$ cat src/rtl/boost_emu_pkg.sv
package boost_emu_pkg;

  // Topology code: bit 1 = transistor conducting, bit 0 = diode conducting.
  // Code 2'b11 is unreachable and has no name on purpose.
  typedef enum logic [1:0] {
    TOPO_IDLE   = 2'b00,
    TOPO_FREE   = 2'b01,
    TOPO_CHARGE = 2'b10
  } topo_e;

endpackage

$ cat src/rtl/boost_switch_sel.sv
// Switching engine: picks the topology for this tick from the gate command
// and the state stored by the previous tick.
module boost_switch_sel
  import boost_emu_pkg::*;
#(
  parameter int W = 24
) (
  input  logic                gate,
  input  logic signed [W-1:0] il,
  input  logic signed [W-1:0] vc,
  input  logic signed [W-1:0] e_src,
  output topo_e               topo,
  output logic                forced_on,
  output logic                diode_fire
);

  localparam int XW = W + 1;

  logic signed [XW-1:0] vd;

  always_comb begin
    // diode voltage with zero current: switch node sits at the source
    vd         = XW'(e_src) - XW'(vc);
    forced_on  = !gate && (il > 0);
    diode_fire = !gate && (il == 0) && (vd > 0);
    if (gate)
      topo = TOPO_CHARGE;
    else if (forced_on || diode_fire)
      topo = TOPO_FREE;
    else
      topo = TOPO_IDLE;
  end

endmodule

$ cat src/rtl/boost_state_upd.sv
// One forward-Euler step of both states for the selected topology.
module boost_state_upd
  import boost_emu_pkg::*;
#(
  parameter int                W    = 24,
  parameter int                FRAC = 16,
  parameter logic signed [W-1:0] K_L  = W'(3277),
  parameter logic signed [W-1:0] K_C  = W'(1311),
  parameter logic signed [W-1:0] K_RC = W'(66)
) (
  input  topo_e               topo,
  input  logic signed [W-1:0] il,
  input  logic signed [W-1:0] vc,
  input  logic signed [W-1:0] e_src,
  output logic signed [W-1:0] il_nx,
  output logic signed [W-1:0] vc_nx,
  output logic                rev_cur
);

  localparam int XW = W + 1;
  localparam int PW = 2 * W + 1;
  localparam int SW = W + 2;

  // Fixed-point product with floor rounding: (k * x) >> FRAC
  function automatic logic signed [XW-1:0] mulq(
    input logic signed [W-1:0]  k,
    input logic signed [XW-1:0] x
  );
    logic signed [PW-1:0] p;
    p = PW'(k) * PW'(x);
    return p[FRAC +: XW];
  endfunction

  logic signed [XW-1:0] decay, charge, drv_on, drv_free;
  logic signed [SW-1:0] il_sum, vc_sum;

  always_comb begin
    decay    = mulq(K_RC, XW'(vc));
    charge   = mulq(K_C, XW'(il));
    drv_on   = mulq(K_L, XW'(e_src));
    drv_free = mulq(K_L, XW'(e_src) - XW'(vc));
    case (topo)
      TOPO_CHARGE: begin
        il_sum = SW'(il) + SW'(drv_on);
        vc_sum = SW'(vc) - SW'(decay);
      end
      TOPO_FREE: begin
        il_sum = SW'(il) + SW'(drv_free);
        vc_sum = SW'(vc) + SW'(charge) - SW'(decay);
      end
      default: begin
        il_sum = '0;
        vc_sum = SW'(vc) - SW'(decay);
      end
    endcase
    rev_cur = (il_sum < 0);
    il_nx   = rev_cur ? '0 : il_sum[W-1:0];
    vc_nx   = vc_sum[W-1:0];
  end

endmodule

$ cat src/rtl/boost_emu.sv
module boost_emu
  import boost_emu_pkg::*;
#(
  parameter int                  W    = 24,
  parameter int                  FRAC = 16,
  parameter logic signed [W-1:0] K_L  = W'(3277),
  parameter logic signed [W-1:0] K_C  = W'(1311),
  parameter logic signed [W-1:0] K_RC = W'(66)
) (
  input  logic                clk,
  input  logic                rst_n,
  input  logic                tick,
  input  logic                gate,
  input  logic signed [W-1:0] src_v,
  output logic signed [W-1:0] il_o,
  output logic signed [W-1:0] vc_o,
  output logic [1:0]          topo_o
);

  logic signed [W-1:0] il_q, vc_q, il_nx, vc_nx;
  logic [1:0]          topo_q;
  topo_e               sel_topo;
  logic                forced_on, diode_fire, rev_cur;
  logic                diode_cut;

  boost_switch_sel #(.W(W)) u_sel (
    .gate       (gate),
    .il         (il_q),
    .vc         (vc_q),
    .e_src      (src_v),
    .topo       (sel_topo),
    .forced_on  (forced_on),
    .diode_fire (diode_fire)
  );

  boost_state_upd #(
    .W(W), .FRAC(FRAC), .K_L(K_L), .K_C(K_C), .K_RC(K_RC)
  ) u_upd (
    .topo    (sel_topo),
    .il      (il_q),
    .vc      (vc_q),
    .e_src   (src_v),
    .il_nx   (il_nx),
    .vc_nx   (vc_nx),
    .rev_cur (rev_cur)
  );

  // Event: a conducting diode turns off in this tick
  assign diode_cut = tick && rev_cur && (sel_topo == TOPO_FREE);

  always_ff @(posedge clk or negedge rst_n) begin
    if (!rst_n) begin
      il_q   <= '0;
      vc_q   <= '0;
      topo_q <= TOPO_IDLE;
    end else if (tick) begin
      il_q   <= il_nx;
      vc_q   <= vc_nx;
      topo_q <= diode_cut ? TOPO_IDLE : sel_topo;
    end
  end

  assign il_o   = il_q;
  assign vc_o   = vc_q;
  assign topo_o = topo_q;

endmodule

$ cat config.mk
export PLATFORM = sky130hd
export DESIGN_NAME = boost_emu
export DESIGN_NICKNAME = d
export VERILOG_FILES = /design/src/rtl/boost_emu_pkg.sv /design/src/rtl/boost_switch_sel.sv /design/src/rtl/boost_state_upd.sv /design/src/rtl/boost_emu.sv
export SDC_FILE = /design/constraint.sdc
export NUM_CORES = 1
export LEC_CHECK = 0
export BUFFER_PORTS_ARGS = -buffer_cell sky130_fd_sc_hd__buf_4
export CELL_PAD_IN_SITES_DETAIL_PLACEMENT = 1
export CELL_PAD_IN_SITES_GLOBAL_PLACEMENT = 2
export CORE_ASPECT_RATIO = 1.1
export CORE_UTILIZATION = 45
export CTS_BUF_LIST = sky130_fd_sc_hd__clkbuf_4 sky130_fd_sc_hd__clkbuf_8 sky130_fd_sc_hd__clkbuf_16
export DETAILED_ROUTE_END_ITERATION = 7
export PLACE_DENSITY_LB_ADDON = 0.05
export SLEW_MARGIN = 30
export SYNTH_ARGS = -nofsm -noshare
export SYNTH_HDL_FRONTEND = slang
export SYNTH_HIERARCHICAL = 1
export SYNTH_SLANG_ARGS = --single-unit
$ cat constraint.sdc
create_clock -name clk -period 27.4 [get_ports clk]
set_input_delay 5.48 -clock clk [delete_from_list [all_inputs] [get_ports clk]]
set_output_delay 5.48 -clock clk [all_outputs]
set_load 0.01 [all_outputs]
Word level (Yosys, flattened, before mapping)
Cells that the tools add are included.
- register bits after elaboration: 50
- input bits: 28
- output and inout bits: 50
- word-level logic and storage cells: 32
- reductions and logical operators: 8
- multiplexer cells: 6
- equality and inequality tests: 2
- $mul: 4
- $lt $le $gt $ge: 3
- $add $sub $neg: 6
- operators by type and width (kind ; number):
    $pmux 26 s2 ; 1
    $mux 24 ; 2
    $sub 24x16->24 ; 2
    $mul 13x25->38 const A ; 1
    $mul 13x24->37 const A ; 1
    $mul 12x24->36 const A ; 1
    $logic_not 32->1 ; 1
    $mul 7x24->31 const A ; 1
    $lt 26x1->1 const B ; 1
    $add 24x21->25 ; 1
    $add 24x22->25 ; 1
    $gt 25x1->1 const B ; 1
    $sub 24x24->25 ; 1
    $add 24x20->24 ; 1
    $gt 24x1->1 const B ; 1
    $logic_and 1x1->1 ; 5
    $mux 2 ; 2
    $eq 2x1->1 const B ; 1
    $eq 2x2->1 const B ; 1
    $logic_not 1->1 ; 1
    $logic_or 1x1->1 ; 1
    $mux 1 ; 1

Longest topological paths before layout
Gate-level depths: netlist of run 1.
- word-level depth: 12
- depth in mapped cells: 45
- depth with buffers taken out: 45

Modules after synthesis
The synthesis of run 1 kept the hierarchy.
- modules (own cells, without submodules) (module ; instances ; area each (sq um) ; cells each ; seq. area each (sq um)):
    boost_state_upd ; 1 ; 22120.0 ; 2603 ; 0.0
    boost_emu ; 1 ; 2114.5 ; 109 ; 1251.2
    boost_switch_sel ; 1 ; 1689.1 ; 256 ; 0.0

Worst setup path after synthesis of run 1
OpenSTA, ideal clock, no wires.
- kind: input port to flip-flop
- start: in src_v[0]
- end: reg il_q[9], in the netlist il_o[9]
- setup time: 125 ps
- buffers on the path: 1
- slack: 13239 ps
- data required time: 27275 ps
- arrival: 14036 ps
- stages on the path: 43
- path through: inv_1 ha_1 fa_1 nand2b_1 a21boi_0 o21a_1 o21ai_0 a21boi_1 o21ai_0 a21boi_1 or2_2 o311a_1 inv_1 ha_1 inv_1 fa_1 inv_1 ha_1 [... 7 more ...] a21oi_1 a211oi_1 or2_1 xor2_1 mux2_2 ha_1 a21o_1 a21o_1 a21oi_1 o21a_1 o21ai_0 nor3_1 a21oi_1 a31o_2 a31oi_1 buf_2 a211oi_1 mux2_4
- cells in the longest elaborated chain, start to end: 10
- elaborated cells between the ends (all ways): 15
- classes of those cells: add/sub (3); mul (2); order compare (2); eq/ne (2); mux (4); reduce/logical (2)
- ends and longest elaborated chain (what ; RTL line ; source):
    from (decl) ; boost_emu.sv:14 ; input logic signed [W-1:0] src_v,
    branches (longest 7 deep; another with $mul 13x25->38) ; -- ;
    $pmux 26 s2 * ; boost_state_upd.sv:42 ; case (topo)
    $lt 26x1->1 ; boost_state_upd.sv:56 ; rev_cur = (il_sum < 0);
    $mux 24 * ; boost_state_upd.sv:57 ; il_nx = rev_cur ? '0 : il_sum[W-1:0];
    net il_nx[9] ; boost_emu.sv:20 ; logic signed [W-1:0] il_q, vc_q, il_nx, vc_nx;
    to (signal assigned) ; boost_emu.sv:57 ; il_q <= il_nx;
    to (decl) ; boost_emu.sv:20 ;
Mark *: on every way through the listed nets, which the timed path passes.
A chain may end at the register's enable or synchronous reset.

Worst setup path after layout of run 1
- start: in src_v[0]
- end: reg il_q[6], in the netlist il_o[6]
Same word-level chain as after synthesis.

==> impl_metrics.ini, run 1 <==
[cts]
cts-root-buf = clkbuf_16
cts.path.max_buffers = 2
clock_latency_ns = 0.32
cts_tree = yes
ctsHoldBuffers = 0
htree_levels = 2
cts_made_buffers = 5
cts_setup_buffers = 0
path_clk_slew_ns = 0.08
ctsResizeCount = 0
cts_sinks = 50

[routing]
remaining_drc_errors = 0
vias = 20400
drt_iter0_drc = 765
via_per_inst = 5.40
wl_per_cell_um = 20.5
detailedRoute.firstPassIterationCount = 5
wl_um = 77600
final_antenna_net_count = 0

[placement]
io_buffer_count = 77
dp_cells = 3769
gp_congestion = 0.913
dp_hpwl_um = 68100
place_area_um2 = 27300

[setup_path]
worst-r2r-cell-count = 41
crit_required_ns = 27.60
endpoint_kind = register
rr_endpoint = il_o[6]
arrival_ns = 15.52
cpMaxStageDelayCell = xnor2_1
ff2ff_setup_slack_ns = 16.63
crit_path_start_kind = primary input
r2r_start = vc_o[1]
worst_path_largest_cell_delay_ns = 0.59
worstSetupPathType = in -> reg
crit_fanout = 23

[die]
io_pins = 78
start_util_pct = 45.9
row_count = 91
die-area_um2 = 58500
die_x_um = 231
core_area_um2 = 56500
die_h_um = 254

[timing]
finalMaxSlewViolations = 0
setup_tns_ns = 0
rsz0062_at_grt = false
setup_viol = 0
worst_slew_pin_slew_ns = 0.975
worst_hold_slack_ns = 0.585
skew_ns = 0.0113
fin_crit_ns = 15.31
fin_crit_sh_pct = 55.9
maxSlewHeadroom_pct = 33.3
fmax_ghz = 0.0653
final-hold-violation-count = 0

[hold_path]
min-delay-start = topo_o[1]
min_path_cells = 1
hold_class = reg -> reg
hold_path_end = topo_o[1]

[grt]
overflow = 0
grt_pass1_vias = 22200
antenna_found_initial = 1
grt_pass1_wl_um = 123000
grt_max_degree = 73
grt.total_usage_pct = 27.2

[yosys]
synth_area_um2 = 25900
synth_cells = 2966
synth_area_per_cell_um2 = 8.73
yosysWarnings = 6
synth_nets = 3818

[layout]
antenna_cells = 0
stdcell_area_um2 = 27500
instances_no_fill = 3778
num-nets-final = 3885
areaGrowthSynthToFinish_pct = 6.07
drive_gt1_share_pct = 6.43

[run_status]
status = finished clean

[flow_run]
max_cap_viol_count = 0
[routing by layer]
metal	wire [µm]	GRT usage (%)	vias up	part of all wire, %
met4	2700	8.42	0	3.5
li1	-	-	9884	-
met5	0	0	-	0
met1	36100	36.5	10200	47
met3	1940	2.30	89	2.5
met2	36800	46.2	250	47
[placed cells by master (no fill, tap or decap), types with 26 or more instances in the layout]
cell     count
o21a_1      29
a21oi_1    146
buf_4       95
o21ai_0     98
nand3_1     33
nor2b_1     26
dfrtp_1     50
ha_1       500
mux2_4      48
a21o_1      99
xor2_1      92
nand2_1    119
fa_1       323
xnor2_1    109
nor3_1      38
nor2_1     125
inv_1      726
[flip-flops by register name, summed over array words and instances, names as in the netlist]
register / flops
topo_o: 2
il_o: 24
vc_o: 24
[metrics by stage]
step,setup slack (ns),util (%)
floorplan,13.24,-
global placement,11.63,48.4
detailed placement,11.79,48.4
CTS,12.08,48.6
global route,11.42,48.7
finish,12.09,48.7
[cell type report]
type	instances	area, µm²
Inverter	727	2730
Multi-Input combinational cell	2152	21700
Sequential cell	50	1250
Clock buffer	5	125
Tap cell	744	931
Clock inverter	3	26.3
Fill cell	6783	29000
Timing Repair Buffer	97	729
[how the worst max path moves through the flow]
stage	from	endpoint	slack, ns
CTS	src_v[0]	il_o[23]	12.08
finish	src_v[0]	il_o[6]	12.09
global route	src_v[0]	il_o[6]	11.42
detailed placement	src_v[0]	il_o[23]	11.79
floorplan	src_v[0]	il_o[9]	13.24
global placement	src_v[0]	il_o[23]	11.63
[critical path, delay by kind of cell]
kind                       cells  cell delay [ns]
adders and majority gates      9             3.27
AOI/OAI and AO/OA             16             3.70
muxes                          2             0.58
buffers and inverters          6             0.42
xor gates and xnor gates       2             0.75
and+or+nand+nor                8             1.30
Power of run 1 is left out: the tool's default activity adds up to more than one toggle a clock period on the data nets, which glitch-free logic cannot reach.
==> inputs of run 2 (changes only) <==
Settings changed: ABC_AREA set to 1, CORE_UTILIZATION 45 to 35.
Clock period 27.4 ns to 13.3 ns, I/O delays scaled along.
==> impl_metrics.ini, run 2 <==
[die]
die_h_um = 298
die_x_um = 271
row_count = 108
core_area_um2 = 78900
io_pins = 78
start_util_pct = 35.4
die-area_um2 = 81000

[cts]
path_clk_slew_ns = 0.08
cts_made_buffers = 5
ctsHoldBuffers = 0
cts_tree = yes
ctsResizeCount = 0
htree_levels = 2
cts_sinks = 50
cts_setup_buffers = 0
cts-root-buf = clkbuf_16
clock_latency_ns = 0.32
cts.path.max_buffers = 2

[setup_path]
cp.buffers_inverters = 8
critPathTopFamily = adder cells
worst_path_largest_cell_delay_ns = 0.53
endpoint_kind = register
crit_required_ns = 13.55
cpMaxStageDelayCell = fa_1
cpMostUsedCell = nand2_1
crit_fanout = 23
crit_path_start_kind = primary input
arrival_ns = 11.76
worstSetupPathType = in -> reg

[timing]
setup_tns_ns = 0
fin_crit_sh_pct = 86.6
maxSlewHeadroom_pct = 39.2
finalMaxSlewViolations = 0
fmax_ghz = 0.0869
fin_crit_ns = 11.51
worst_hold_slack_ns = 0.496
skew_ns = 0.0108
rsz0062_at_grt = false
setup_viol = 0
final-hold-violation-count = 0
worst_slew_pin_slew_ns = 0.907

[layout]
final_cell_mix = inv_1, nand2_1, ha_1
areaGrowthSynthToFinish_pct = 7.04
num-nets-final = 4841
drive_gt1_share_pct = 4.14
fillers = 10100
antenna_cells = 0
final_common_cell = inv_1

[yosys]
synth_nets = 4774
synth_cells = 3922
yosysWarnings = 6
synth_area_um2 = 27900
synth_area_per_cell_um2 = 7.12

[routing]
final_antenna_net_count = 0
remaining_drc_errors = 0
drt_iter0_drc = 1018
wl_um = 95700
vias = 24800
detailedRoute.firstPassIterationCount = 5
wl_per_cell_um = 19.0
via_per_inst = 4.93

[grt]
overflow = 0
grt_pass1_vias = 26300
antenna_found_initial = 7
grt_max_degree = 57
grt.total_usage_pct = 24.0
grt_pass1_wl_um = 152000

[hold_path]
hold_class = reg -> reg

[run_status]
status = finished clean

[flow_run]
max_cap_viol_count = 0

[placement]
io_buffer_count = 77
gp_congestion = 0.888
dp_hpwl_um = 84800
-- run 2: cell count changes in the layout (fill, tap and decap cells not counted), moves of 23 or more --
cell,before,now
a211oi_1,23,0
nand3_1,33,114
o21ai_0,98,186
nor2_1,125,219
nand2_1,119,772
nor2b_1,26,0
inv_1,726,987
and3_1,24,1
a21oi_1,146,296
a21o_1,99,36
xnor2_1,109,49
mux2_4,48,0
-- run 2: per-layer routing --
layer | part of all wire (%) | wire (µm) | global-route usage [%]
met3 | 1.9 | 1810 | 0.661
met5 | 0.013 | 12 | 0
met4 | 1.1 | 1050 | 3.12
met1 | 48 | 45800 | 33.3
met2 | 49 | 47000 | 42.4
-- run 2: worst register-to-register path: cells and delay by family, from the launching register on --
family                   cells  cell delay [ns]
adder cells (fa/ha/maj)      8             3.35
AND/OR/NAND/NOR             11             1.77
AO/OA/AOI/OAI               14             2.49
buffers and inverters        9             1.09
flip-flops                   1             0.65
XOR/XNOR                     1             0.35
-- run 2: final cells by class --
class	count	area (µm²)	share of cell area, %
clock buffers	6	139	0.464
clock inverters	1	30.0	0.100
inverters	996	3740	12.5
multi-input cells	2848	22800	76.2
flip-flops and latches	50	1250	4.18
well taps	1045	1310	4.37
repair buffers	88	661	2.21
-- run 2: path summary, 6_finish.rpt --
path,startpoint,end,slack (ns),cells after the start
max reg2reg,vc_o[12],il_o[23],3.50,43
min reg2reg,topo_o[0],topo_o[0],0.50,2
min in group asynchronous,rst_n,vc_o[19],2.38,1
max in group asynchronous,rst_n,il_o[2],10.39,1
min,topo_o[0],topo_o[0],0.50,2
max,src_v[0],il_o[12],1.79,44
-- run 2: metrics by stage --
| stage | cell area (µm²) | instances | setup slack (ns) | utilization [%] |
|---|---|---|---|---|
| 3_3_place_gp | 29700 | 5027 | 1.46 | 37.7 |
| 6_report | 29900 | 5034 | 1.79 | 37.9 |
| 5_1_grt | 29900 | 5034 | 0.964 | 37.9 |
| 2_1_floorplan | 27900 | 3922 | 3.12 | - |
| 4_1_cts | 29900 | 5034 | 1.70 | 37.9 |
| 3_5_place_dp | 29700 | 5027 | 1.39 | 37.7 |
Power of run 2 is left out for the same reason.
